===== src/rtl/pgwalk_pkg.sv =====
package pgwalk_pkg;
  localparam int ADDR_W = 32;
  localparam int PERM_W = 3;
  localparam int CODE_W = 5;
  localparam int LARGE_OFS_W = 22;
  localparam int PAGE_OFS_W = 12;
  localparam int IDX_W = 10;

  localparam int DESC_PRESENT = 2;
  localparam int DESC_RD = 8;

  localparam logic [1:0] TYPE_TABLE = 2'd0;
  localparam logic [1:0] TYPE_LARGE = 2'd3;

  localparam logic [1:0] ACC_EXEC = 2'd2;

  localparam logic [CODE_W-1:0] CODE_NONE = 5'h00;
  localparam logic [CODE_W-1:0] CODE_L1_MISS = 5'h05;
  localparam logic [CODE_W-1:0] CODE_L2_MISS = 5'h08;
  localparam logic [CODE_W-1:0] CODE_LARGE_MISS = 5'h0B;
  localparam logic [CODE_W-1:0] CODE_PERM_BASE = 5'h11;

  typedef enum logic [2:0] {
    ST_IDLE, ST_L1_REQ, ST_L1_WAIT, ST_L2_REQ, ST_L2_WAIT, ST_CHECK, ST_DONE
  } walkState_t;

  typedef struct packed {
    logic capReq;
    logic capDesc;
    logic mapFlat;
    logic mapIo;
    logic mapLarge;
    logic mapPage;
    logic selL2;
    logic raiseFault;
    logic [CODE_W-1:0] code;
  } walkCtl_t;

  typedef struct packed {
    logic [1:0] respType;
    logic respPresent;
    logic permDeny;
    logic [CODE_W-1:0] permCode;
  } walkStat_t;
endpackage


===== src/rtl/pgwalk_ctrl.sv =====
module pgwalk_ctrl
  import pgwalk_pkg::*;
#(
  parameter logic [CODE_W-1:0] BAD_TYPE_CODE = 5'h1F
) (
  input  logic      clk,
  input  logic      rst_n,
  input  logic      reqValid,
  input  logic      reqUser,
  input  logic      reqVaTop,
  input  logic      mmuEnable,
  input  logic      memRespValid,
  input  walkStat_t stat,
  output walkCtl_t  ctl,
  output logic      reqReady,
  output logic      memReqValid,
  output logic      resValid
);
  walkState_t state, nextState;

  always_ff @(posedge clk or negedge rst_n) begin
    if (!rst_n) state <= ST_IDLE;
    else        state <= nextState;
  end

  always_comb begin
    nextState = state;
    ctl = '0;
    unique case (state)
      ST_IDLE: begin
        if (reqValid) begin
          ctl.capReq = 1'b1;
          if (!mmuEnable) begin
            ctl.mapFlat = 1'b1;
            nextState = ST_DONE;
          end else if (!reqUser && !reqVaTop) begin
            ctl.mapIo = 1'b1;
            nextState = ST_DONE;
          end else begin
            nextState = ST_L1_REQ;
          end
        end
      end
      ST_L1_REQ: nextState = ST_L1_WAIT;
      ST_L1_WAIT: begin
        if (memRespValid) begin
          ctl.capDesc = 1'b1;
          if (stat.respType == TYPE_LARGE) begin
            if (stat.respPresent) begin
              ctl.mapLarge = 1'b1;
              nextState = ST_CHECK;
            end else begin
              ctl.raiseFault = 1'b1;
              ctl.code = CODE_LARGE_MISS;
              nextState = ST_DONE;
            end
          end else if (stat.respType == TYPE_TABLE) begin
            if (stat.respPresent) begin
              nextState = ST_L2_REQ;
            end else begin
              ctl.raiseFault = 1'b1;
              ctl.code = CODE_L1_MISS;
              nextState = ST_DONE;
            end
          end else begin
            ctl.raiseFault = 1'b1;
            ctl.code = BAD_TYPE_CODE;
            nextState = ST_DONE;
          end
        end
      end
      ST_L2_REQ: begin
        ctl.selL2 = 1'b1;
        nextState = ST_L2_WAIT;
      end
      ST_L2_WAIT: begin
        ctl.selL2 = 1'b1;
        if (memRespValid) begin
          ctl.capDesc = 1'b1;
          if (!stat.respPresent) begin
            ctl.raiseFault = 1'b1;
            ctl.code = CODE_L2_MISS;
            nextState = ST_DONE;
          end else if (stat.respType != TYPE_TABLE) begin
            ctl.raiseFault = 1'b1;
            ctl.code = BAD_TYPE_CODE;
            nextState = ST_DONE;
          end else begin
            ctl.mapPage = 1'b1;
            nextState = ST_CHECK;
          end
        end
      end
      ST_CHECK: begin
        if (stat.permDeny) begin
          ctl.raiseFault = 1'b1;
          ctl.code = stat.permCode;
        end
        nextState = ST_DONE;
      end
      ST_DONE: nextState = ST_IDLE;
      default: nextState = ST_IDLE;
    endcase
  end

  assign reqReady = (state == ST_IDLE);
  assign memReqValid = (state == ST_L1_REQ) || (state == ST_L2_REQ);
  assign resValid = (state == ST_DONE);
endmodule


===== src/rtl/pgwalk_dp.sv =====
module pgwalk_dp
  import pgwalk_pkg::*;
(
  input  logic              clk,
  input  logic              rst_n,
  input  walkCtl_t          ctl,
  input  logic [ADDR_W-1:0] reqVaddr,
  input  logic [1:0]        reqAccess,
  input  logic              reqUser,
  input  logic [ADDR_W-1:0] tableBase,
  input  logic [ADDR_W-1:0] memRespData,
  output walkStat_t         stat,
  output logic [ADDR_W-1:0] memReqAddr,
  output logic [ADDR_W-1:0] resPaddr,
  output logic [PERM_W-1:0] resPerm,
  output logic              resBigPage,
  output logic [CODE_W-1:0] resFault,
  output logic [CODE_W-1:0] faultStatus,
  output logic [ADDR_W-1:0] faultAddr,
  output logic              trapInstr,
  output logic              trapData
);
  localparam int FRAME_W = ADDR_W - PAGE_OFS_W;
  localparam int LARGE_W = ADDR_W - LARGE_OFS_W;

  logic [ADDR_W-1:0] vaReg, descReg, paddrReg, faultAddrReg;
  logic [1:0]        accReg;
  logic              userReg, bigReg, trapIReg, trapDReg;
  logic [PERM_W-1:0] permReg;
  logic [CODE_W-1:0] codeReg, faultStatusReg;

  always_ff @(posedge clk or negedge rst_n) begin
    if (!rst_n) begin
      vaReg <= '0; descReg <= '0; paddrReg <= '0; faultAddrReg <= '0;
      accReg <= '0; userReg <= 1'b0; bigReg <= 1'b0;
      trapIReg <= 1'b0; trapDReg <= 1'b0;
      permReg <= '0; codeReg <= '0; faultStatusReg <= '0;
    end else begin
      if (ctl.capReq) begin
        vaReg <= reqVaddr;
        accReg <= reqAccess;
        userReg <= reqUser;
        codeReg <= CODE_NONE;
        trapIReg <= 1'b0;
        trapDReg <= 1'b0;
        bigReg <= 1'b0;
        permReg <= '0;
        paddrReg <= '0;
      end
      if (ctl.mapFlat) begin
        paddrReg <= reqVaddr;
        permReg <= '1;
      end
      if (ctl.mapIo) begin
        paddrReg <= {1'b1, reqVaddr[ADDR_W-2:0]};
        permReg <= '1;
      end
      if (ctl.capDesc) descReg <= memRespData;
      if (ctl.mapLarge) begin
        paddrReg <= {memRespData[ADDR_W-1 -: LARGE_W], vaReg[LARGE_OFS_W-1:0]};
        permReg <= memRespData[DESC_RD -: PERM_W];
        bigReg <= 1'b1;
      end
      if (ctl.mapPage) begin
        paddrReg <= {memRespData[ADDR_W-1 -: FRAME_W], vaReg[PAGE_OFS_W-1:0]};
        permReg <= memRespData[DESC_RD -: PERM_W];
        bigReg <= 1'b0;
      end
      if (ctl.raiseFault) begin
        codeReg <= ctl.code;
        faultStatusReg <= ctl.code;
        faultAddrReg <= vaReg;
        trapIReg <= (accReg == ACC_EXEC);
        trapDReg <= (accReg != ACC_EXEC);
      end
    end
  end

  // Descriptor addresses for both table levels
  logic [ADDR_W-1:0] l1Addr, l2Addr;
  assign l1Addr = {tableBase[ADDR_W-1 -: FRAME_W], vaReg[ADDR_W-1 -: IDX_W], 2'b00};
  assign l2Addr = {descReg[ADDR_W-1 -: FRAME_W], vaReg[LARGE_OFS_W-1 -: IDX_W], 2'b00};
  assign memReqAddr = ctl.selL2 ? l2Addr : l1Addr;

  // One deny term per access kind; kind k is guarded by descriptor bit DESC_RD-k
  logic [PERM_W-1:0] denyVec;
  for (genvar k = 0; k < PERM_W; k++) begin : g_perm
    assign denyVec[k] = userReg && (accReg == 2'(k)) && !descReg[DESC_RD-k];
  end

  always_comb begin
    stat.respType = memRespData[1:0];
    stat.respPresent = memRespData[DESC_PRESENT];
    stat.permDeny = |denyVec;
    stat.permCode = CODE_NONE;
    for (int k = 0; k < PERM_W; k++) begin
      if (denyVec[k]) stat.permCode = CODE_PERM_BASE + CODE_W'(k);
    end
  end

  logic unusedBits;
  assign unusedBits = ^{tableBase[PAGE_OFS_W-1:0], descReg[PAGE_OFS_W-1:DESC_RD+1],
                        descReg[DESC_RD-PERM_W:0]};

  logic okReg;
  assign okReg = (codeReg == CODE_NONE);
  assign resPaddr = okReg ? paddrReg : '0;
  assign resPerm = okReg ? permReg : '0;
  assign resBigPage = okReg && bigReg;
  assign resFault = codeReg;
  assign faultStatus = faultStatusReg;
  assign faultAddr = faultAddrReg;
  assign trapInstr = trapIReg;
  assign trapData = trapDReg;
endmodule


===== src/rtl/pgwalk_top.sv =====
module pgwalk_top
  import pgwalk_pkg::*;
#(
  parameter logic [4:0] BAD_TYPE_CODE = 5'h1F
) (
  input  logic        clk,
  input  logic        rst_n,
  input  logic        reqValid,
  output logic        reqReady,
  input  logic [31:0] reqVaddr,
  input  logic [1:0]  reqAccess,
  input  logic        reqUser,
  input  logic        mmuEnable,
  input  logic [31:0] tableBase,
  output logic        memReqValid,
  output logic [31:0] memReqAddr,
  input  logic        memRespValid,
  input  logic [31:0] memRespData,
  output logic        resValid,
  output logic [31:0] resPaddr,
  output logic [2:0]  resPerm,
  output logic        resBigPage,
  output logic [4:0]  resFault,
  output logic [4:0]  faultStatus,
  output logic [31:0] faultAddr,
  output logic        trapInstr,
  output logic        trapData
);
  walkCtl_t  ctl;
  walkStat_t stat;

  pgwalk_ctrl #(.BAD_TYPE_CODE(BAD_TYPE_CODE)) u_ctrl (
    .clk(clk), .rst_n(rst_n), .reqValid(reqValid), .reqUser(reqUser),
    .reqVaTop(reqVaddr[ADDR_W-1]), .mmuEnable(mmuEnable),
    .memRespValid(memRespValid), .stat(stat), .ctl(ctl),
    .reqReady(reqReady), .memReqValid(memReqValid), .resValid(resValid)
  );

  pgwalk_dp u_dp (
    .clk(clk), .rst_n(rst_n), .ctl(ctl), .reqVaddr(reqVaddr),
    .reqAccess(reqAccess), .reqUser(reqUser), .tableBase(tableBase),
    .memRespData(memRespData), .stat(stat), .memReqAddr(memReqAddr),
    .resPaddr(resPaddr), .resPerm(resPerm), .resBigPage(resBigPage),
    .resFault(resFault), .faultStatus(faultStatus), .faultAddr(faultAddr),
    .trapInstr(trapInstr), .trapData(trapData)
  );
endmodule


===== config.mk =====
export PLATFORM = sky130hd
export DESIGN_NAME = pgwalk_top
export DESIGN_NICKNAME = d
export VERILOG_FILES = /design/src/rtl/pgwalk_pkg.sv /design/src/rtl/pgwalk_ctrl.sv /design/src/rtl/pgwalk_dp.sv /design/src/rtl/pgwalk_top.sv
export SDC_FILE = /design/constraint.sdc
export NUM_CORES = 1
export LEC_CHECK = 0
export BUFFER_PORTS_ARGS = -buffer_cell sky130_fd_sc_hd__clkbuf_2
export CORE_MARGIN = 1
export CORE_UTILIZATION = 52
export CTS_BUF_LIST = sky130_fd_sc_hd__clkbuf_8
export DETAILED_ROUTE_END_ITERATION = 10
export GPL_TIMING_DRIVEN = 0
export PLACE_DENSITY = 0.94
export SYNTH_ARGS = -nofsm -noshare
export SYNTH_HDL_FRONTEND = slang
export SYNTH_SLANG_ARGS = --single-unit

===== constraint.sdc =====
create_clock -name clk -period 2.5 [get_ports clk]
set_input_delay 0.125 -clock clk [delete_from_list [all_inputs] [get_ports clk]]
set_output_delay 0.125 -clock clk [all_outputs]
set_load 0.005 [all_outputs]

# Word-level counts from Yosys, hierarchy flattened
# Cells that the tools add are included.
# word_totals
ff_bits,150
input_bits,104
output_inout_bits,115
elab_cells,115
# classes
n_eq_ne,13
mux,63
reduce_logical,26
# ops
operator,count
2-to-1 mux 32 bit,7
2-to-1 mux 6 bit,9
2-to-1 mux 3 bit,14
2-to-1 mux 5 bit,5
2-to-1 mux 1 bit,21
one-hot mux 3 bit (6 select lines),1
one-hot mux 6 bit (3 select lines),1
2-to-1 mux 2 bit,5
"== test 3 bit, second input constant",3
logical AND 1 bit,8
"inequality test 2 bit, second input constant",4
"== test 3 x 2 -> 1 bit, second input constant",2
zero test 1 bit,5
zero test 5 bit,1
nonzero test 5 bit,1
"== test 2 bit, second input constant",2
zero test 2 bit,2
nonzero test 2 bit,2
OR reduction 2 bit,2
"== test 3 x 1 -> 1 bit, second input constant",1
zero test 3 bit,1
AND reduction 3 bit,1
nonzero test 3 bit,1
OR reduction 3 bit,1
other kinds (2),2

# Longest topological paths before layout
# Gate-level depths: netlist of the first run.
# depth
depth_word,10
depth_mapped,8
depth_no_buf,6

# Modules after synthesis
# Synthesis of the first run repeated with hierarchy kept, for this count alone.
# unflattened
cells_unflattened,537
area_unflattened_um2,6665.1
# by_module_without_submodules
module,n_inst,cells_per_inst,area_per_inst_um2,seq_area_each_um2
pgwalk_dp,1,464,6189.7,3453.3
pgwalk_ctrl,1,73,475.5,75.1

# Least setup slack after synthesis of the first run
# No wires, ideal clock.
# synth_path
path_type,reg-to-reg
start,reg u_ctrl.state[1]
end,reg u_dp.faultAddrReg[10] (netlist: u_dp.faultAddr[10])
setup_time_ps,125
t_arrival_ps,1705
required_ps,2375
slack_ps,670
stages_incl_launch_ff,8
path_buffers,3
synth_period_minus_slack_ps,1830
path_cell_list,dfrtp_1 -> buf_4 -> and4bb_2 -> o2bb2ai_2 -> a21oi_1 -> buf_4 -> buf_6 -> mux2_2
# synth_via
elab_chain_len,2
word_cells_on_any_way,4
cone_classes,eq/ne (3); mux (1)
# synth_lines
item,line,source
from (decl),pgwalk_ctrl.sv:19,"walkState_t state, nextState;"
from (signal assigned),pgwalk_ctrl.sv:23,else state <= nextState;
== test 3 bit or == test 3 x 2 -> 1 bit (tied branches),pgwalk_ctrl.sv:29,unique case (state)
one-hot mux 6 bit (3 select lines) (*),pgwalk_ctrl.sv:29,
to (signal assigned),pgwalk_dp.sv:72,faultAddrReg <= vaReg;
to (decl),pgwalk_dp.sv:26,"logic [ADDR_W-1:0] vaReg, descReg, paddrReg, faultAddrReg;"
# Every way passes the cells marked *; elsewhere a longest branch is shown, timed or not.
# A chain may end at the register's enable or synchronous reset.

# Worst setup path after layout of the first run
# layout_path
start,reg u_ctrl.state[2]
end,out memReqAddr[4]
# layout_via
elab_chain_len,4
word_cells_on_any_way,5
cone_classes,eq/ne (2); mux (2); reduce/logical (1)
# layout_lines
item,line,source
== test 3 bit or == test 3 x 2 -> 1 bit (tied branches),pgwalk_ctrl.sv:29,
OR reduction 2 bit (no line) (*),--,
2-to-1 mux 1 bit (*),pgwalk_ctrl.sv:29,
2-to-1 mux 32 bit (*),pgwalk_dp.sv:83,assign memReqAddr = ctl.selL2 ? l2Addr : l1Addr;
to (decl),pgwalk_top.sv:16,"output logic [31:0] memReqAddr,"
# Marked as above.

==> out/metrics.cfg, run 1 <==
[die]
core_um2=12200
rows=40
dieArea_um2=13100
dieHeight_um=115
initial_core_util=0.540
pin_count=219
die_w_um=115

[worst_setup_path]
r2r_cells=6
max_stage_delay_ps=400
path_class=reg -> out
path_cells=clkbuf_4 > inv_2 > or3_4 > o21ai_4 > buf_12 > buf_6 > mux2_2 > clkbuf_2
start_kind=flip-flop
endpoint_kind=output port
critical_path_peak_fanout=8
cp.arrival_ps=2310
critical_path.slowest_cell=or3_4
required_ps=2380

[sta]
slew_headroom=0.449
timing.fmax_ghz=0.410
slew_violations=0
whs_ps=86.7
worst_slew_pin_slew_ps=823
finalCritPeriodShare=0.976
timing.setup.tns_ps=0
fin_ws_ps=60.9
setup_violations=0
timing.final.hold_violations=0
layout_min_cycle_time_ps=2440
finClkSkew_ps=8.81

[clocking]
clkLatencyLatePin_ps=460
cts_tree=yes
cts_buffers=17
clockBufferDepth=2
clk_pin_slew_ps=70
h-tree-depth=4
root_buffer=clkbuf_8
clock-sinks=141

[placement]
hpwl_um=13500
dp_slack_ps=-32.4
place_congestion=0.900
io_buffers=198

[layout]
areaGrowthSynthToFinish_pct=35.5
diodes=0
final_cell_mix=clkbuf_2 (199), dfrtp_1 (141), mux2_2 (123)
final_common_cell=clkbuf_2
nets=921
drive_gt1_frac=0.484
nFillCells=839

[detailed_routing]
vias_per_cell=5.72
vias=5687
wirelength_um=20400
firstDrtPassIters=6
dr.first_iter.drc_count=589
post_drt_wl_per_cell_um=20.5
drc=0
antenna_left=0

[synth]
synthesis.instances=531
avgSynthCellArea_um2=12.4
synthFlopType=dfrtp_1
yosysWarnings=0
synth_seq_cells=141
synth-edff-count=0
seq_area_frac_synth=0.535
async_flop_share=1.00
ys_types=51
syn_area_um2=6600

[outcome]
outcome=finished, final reports clean

[grt]
antenna_found_initial=0
grt_pass1_vias=5836
grt_max_degree=82
track_usage=0.323
grt_pass1_wl_um=31100
overflow=0

[pwr]
swShare=0.361
ir_drop_mv=0.824
seqPwrFrac=0.376
clockPowerShare=0.164
p_per_area_nw_per_um2=1250
comb_power_share=0.460
leakage_nw=4.35
p_sw_mw=4.03
p_int_mw=7.13

[worst_hold_path]
hold_path_class=in -> reg
worstHoldPathCells=3

[job]
maxCapViolCount=0

## logic make-up (layout without fill, tap and decap cells)
| logic type | after synthesis | in the layout | synth area share |
|---|---|---|---|
| DFF | 141 | 141 | 0.535 |
| and+or+nand+nor | 130 | 130 | 0.101 |
| muxes | 127 | 127 | 0.216 |
| AOI/OAI and AO/OA | 84 | 84 | 0.102 |
| buffers and inverters | 45 | 340 | 0.0400 |
| adders and majority gates | 2 | 2 | 0.00379 |
| other | 1 | 2 | 0.000568 |
| xor gates and xnor gates | 1 | 1 | 0.00133 |
## area by class of cell
class / instances / area [um2] / area share
clock inverters: 11 / 116 / 0.0130
flip-flops and latches: 141 / 3530 / 0.395
plain buffers: 37 / 259 / 0.0290
clock buffers: 20 / 275 / 0.0308
well taps: 168 / 210 / 0.0235
multi-input cells: 346 / 2830 / 0.317
inverters: 8 / 30.0 / 0.00336
repair buffers: 264 / 1690 / 0.189
## what timing repair did
item,4_1_cts,5_1_grt
pin swaps,0,2
setup endpoints to repair,66,60
hold endpoints to repair,151,0
resized for setup,13,15
gates cloned,1,2
buffers inserted,0,2
hold buffers,60,0
## power by group through the flow
stage / logic (mW) / clock network (mW) / registers, mW
2_1_floorplan: 2.99 / 0 / 3.96
3_3_place_gp: 4.51 / 0 / 4.11
3_5_place_dp: 4.67 / 0 / 4.19
4_1_cts: 4.85 / 1.84 / 4.16
5_1_grt: 5.53 / 1.94 / 4.32
6_report: 5.13 / 1.83 / 4.20
## sequential cells by signal, indices dropped and copies added (netlist names), 2 cells and up
register / cells
u_dp.descReg: 23
u_dp.faultStatus: 5
u_dp.accReg: 2
u_dp.vaReg: 32
u_dp.paddrReg: 32
u_dp.resFault: 5
u_dp.faultAddr: 32
u_dp.permReg: 3
u_ctrl.state: 3
## per-stage QoR
stage	instance area (um2)	std cells	utilization	total power, mW
final	8940	995	0.732	11.2
after floorplan	6600	532	-	6.95
after CTS	8860	991	0.726	10.9
after global routing	8940	995	0.732	11.8
after global placement	7800	898	0.639	8.63
after detailed placement	7840	899	0.642	8.86
## metal layers
layer | GRT usage | routed length (um) | vias up
li1 | - | - | 2497
met1 | 0.382 | 7900 | 2815
met2 | 0.545 | 10300 | 317
met3 | 0.0889 | 1550 | 58
met4 | 0.156 | 703 | 0
met5 | 0 | 0 | -
## Yosys cell counts, drive strengths merged (3+ instances only)
library cell / count / area (um2)
o21ai: 10 / 50.1
dfrtp: 141 / 3530
inv: 8 / 30.0
nand2: 31 / 116
clkbuf: 9 / 33.8
buf: 28 / 200
a21oi: 17 / 85.1
a221o: 24 / 240
nor2: 40 / 158
mux2i: 3 / 30.0
o2bb2ai: 3 / 32.5
nor3: 3 / 15.0
a222oi: 10 / 100
a21o: 4 / 30.0
mux2: 124 / 1400
nand2b: 3 / 18.8
and2: 38 / 238
## worst max-delay path, delay by kind of cell (launching register included)
family	cells	cell delay, ps
buffers and inverters	5	690
DFF	1	340
and+or+nand+nor	1	400
muxes	1	360
AOI/OAI and AO/OA	1	80
## path summary, 6_finish.rpt
path,startpoint,endpoint,slack [ps]
setup reg to reg,u_ctrl.state[2],u_dp.paddrReg[25],210
max in group asynchronous,rst_n,u_dp.faultAddr[2],1540
hold / removal,reqValid,u_ctrl.state[0],90
min in group asynchronous,rst_n,u_dp.faultAddr[15],200
setup / recovery,u_ctrl.state[2],memReqAddr[4],60
hold reg to reg,u_dp.faultStatus[3],u_dp.faultStatus[3],480
No activity file was read; power rests on OpenSTA's default activity.
==> run 2, diff against run 1 <==
PLACE_DENSITY = 0.82   (was 0.94)
==> run 2 against run 1 <==
Effect of this change: register-to-register slack gained 70 ps; fmax shrank 1.2%; sequential share of layout area grew 0.15 points; critical path type unchanged; highest routed layer unchanged.
==> out/metrics.cfg, run 2 (synthesis results as in run 1) <==
[outcome]
outcome=finished, final reports clean  ; unchanged

[layout]
final_common_cell=clkbuf_2  ; unchanged
areaGrowthSynthToFinish_pct=35.0  ; was 35.5%
drive_gt1_frac=0.476  ; was 0.484
nets=918  ; was 921
finish.instance_area_um2=8910  ; was 8940 um2
diodes=0  ; unchanged
nFillCells=843  ; was 839
final_cell_mix=clkbuf_2 (200), dfrtp_1 (141), mux2_2 (123)  ; was clkbuf_2 (199), dfrtp_1 (141), mux2_2 (123)
fin_util=0.729  ; was 0.732

[clocking]
root_buffer=clkbuf_8  ; unchanged
clkLatencyLatePin_ps=460  ; about the same
h-tree-depth=4  ; unchanged
clk_pin_slew_ps=70  ; about the same
cts_buffers=17  ; unchanged
clock-sinks=141  ; unchanged
cts_tree=yes  ; unchanged
clockBufferDepth=2  ; unchanged

[pwr]
p_per_area_nw_per_um2=1240  ; was 1250 nW/um2
seqPwrFrac=0.378  ; was 0.376
finalPower_mw=11.0  ; was 11.2 mW
p_sw_mw=3.90  ; was 4.03 mW
leakage_nw=4.35  ; about the same
comb_power_share=0.450  ; was 0.460
swShare=0.353  ; was 0.361
clockPowerShare=0.173  ; was 0.164
ir_drop_mv=0.656  ; was 0.824 mV
p_int_mw=7.14  ; was 7.13 mW

[die]
rows=40  ; unchanged
dieHeight_um=115  ; unchanged
initial_core_util=0.540  ; unchanged
core_um2=12200  ; unchanged
pin_count=219  ; unchanged
die_w_um=115  ; unchanged
dieArea_um2=13100  ; unchanged

[placement]
place_congestion=0.938  ; was 0.900
io_buffers=198  ; unchanged
placed_area_um2=7840  ; unchanged
hpwl_um=13700  ; was 13500 um

[sta]
slew_headroom=0.442  ; was 0.449
worst_slew_pin_slew_ps=834  ; was 823 ps
slew_violations=0  ; unchanged
timing.fmax_ghz=0.405  ; was 0.410 GHz
rsz0062_at_grt=true
layout_min_cycle_time_ps=2470  ; was 2440 ps
setup_violations=0  ; unchanged
timing.final.hold_violations=0  ; unchanged
finClkSkew_ps=11.4  ; was 8.81 ps
finalCritPeriodShare=0.987  ; was 0.976

[worst_setup_path]
path_cells=clkbuf_4 > inv_1 > or3_1 > o21ai_4 > buf_6 > mux2_2 > clkbuf_2  ; was clkbuf_4 > inv_2 > or3_4 > o21ai_4 > buf_12 > buf_6 > mux2_2 > clkbuf_2
cp.arrival_ps=2340  ; was 2310 ps
r2r_start=u_ctrl.state[0]  ; was u_ctrl.state[2]
endpoint_kind=output port  ; unchanged
critical_path_peak_fanout=10  ; was 8
start_kind=flip-flop  ; unchanged
critical_path.slowest_cell=or3_1  ; was or3_4
path_class=reg -> out  ; unchanged
required_ps=2380  ; about the same
max_stage_delay_ps=440  ; was 400 ps
startpoint=u_ctrl.state[2]  ; unchanged

[grt]
grtUsageMet3=0.0911  ; was 0.0889
overflow=0  ; unchanged
met1_usage=0.394  ; was 0.382
use_met2=0.520  ; was 0.545
grt_pass1_vias=5714  ; was 5836
antenna_found_initial=0  ; unchanged
grt_pass1_wl_um=30500  ; was 31100 um
track_usage=0.319  ; was 0.323
top_usage_layer=met2  ; unchanged
grt_max_degree=79  ; was 82

[detailed_routing]
vias=5666  ; was 5687
post_drt_wl_per_cell_um=20.5  ; about the same
vias_per_cell=5.71  ; was 5.72
firstDrtPassIters=5  ; was 6
antenna_left=0  ; unchanged
dr.first_iter.drc_count=416  ; was 589
wirelength_um=20300  ; was 20400 um
drc=0  ; unchanged

[job]
maxCapViolCount=0  ; unchanged

[worst_hold_path]
worstHoldStart=reqValid  ; unchanged
hold_path_class=in -> reg  ; unchanged

==> run 2: power by group through the flow <==
stage	logic, mW	registers, mW	clock network [mW]
floorplan	2.99	3.96	0
global placement	4.54	4.07	0
detailed placement	4.68	4.16	0
CTS	4.82	4.13	1.92
global route	5.33	4.29	2.02
finish	4.97	4.17	1.91
==> run 2: critical path, delay by kind of cell (launching register included) <==
family	cells	cell delay (ps)
buffers and inverters	4	620
flip-flops	1	330
AO/OA/AOI/OAI	1	130
AND/OR/NAND/NOR	1	440
multiplexers	1	360
==> run 2: what timing repair did <==
| item | 4_1_cts | 5_1_grt |
|---|---|---|
| pin swaps | 0 | 1 |
| gates resized for setup | 9 | 6 |
| endpoints found under the setup margin | 66 | 49 |
| hold buffers | 60 | 0 |
| setup buffers | 0 | 1 |
| endpoints found under the hold margin | 168 | 0 |
| cloned | 0 | 1 |
==> run 2: layer usage <==
metal | wire length [um] | part of all wire
met5 | 0 | 0
met3 | 1660 | 0.082
met1 | 8090 | 0.40
met2 | 9900 | 0.49
met4 | 645 | 0.032
==> run 2: metrics by stage <==
stage / setup WS [ps] / std cells / setup TNS [ps] / hold slack [ps]
floorplan: 670 / 532 / 0 / -171
global route: -54.5 / 992 / -841 / 58.2
detailed placement: -7.55 / 899 / -7.55 / 188
global placement: -918 / 898 / -128250 / 362
CTS: -6.60 / 990 / -25.3 / 31.5
finish: 31.6 / 992 / 0 / 75.0
==> run 2: path summary, 6_finish.rpt <==
kind | to | slack [ps] | depth (start not counted)
max in group asynchronous | u_dp.resFault[0] | 1530 | 3
hold / removal | u_ctrl.state[0] | 70 | 3
setup reg to reg | u_dp.paddrReg[17] | 280 | 6
min in group asynchronous | u_dp.faultAddr[25] | 230 | 2
setup / recovery | memReqAddr[7] | 30 | 7
hold reg to reg | u_dp.faultStatus[1] | 490 | 1
==> run 2: area by class of cell <==
class	count	area (um2)	area share
multi-input cells	346	2830	0.317
repair buffers	261	1640	0.184
well taps	168	210	0.0236
clock buffers	21	289	0.0324
inverters	8	30.0	0.00337
clock inverters	10	123	0.0138
flip-flops and latches	141	3530	0.396
plain buffers	37	259	0.0291
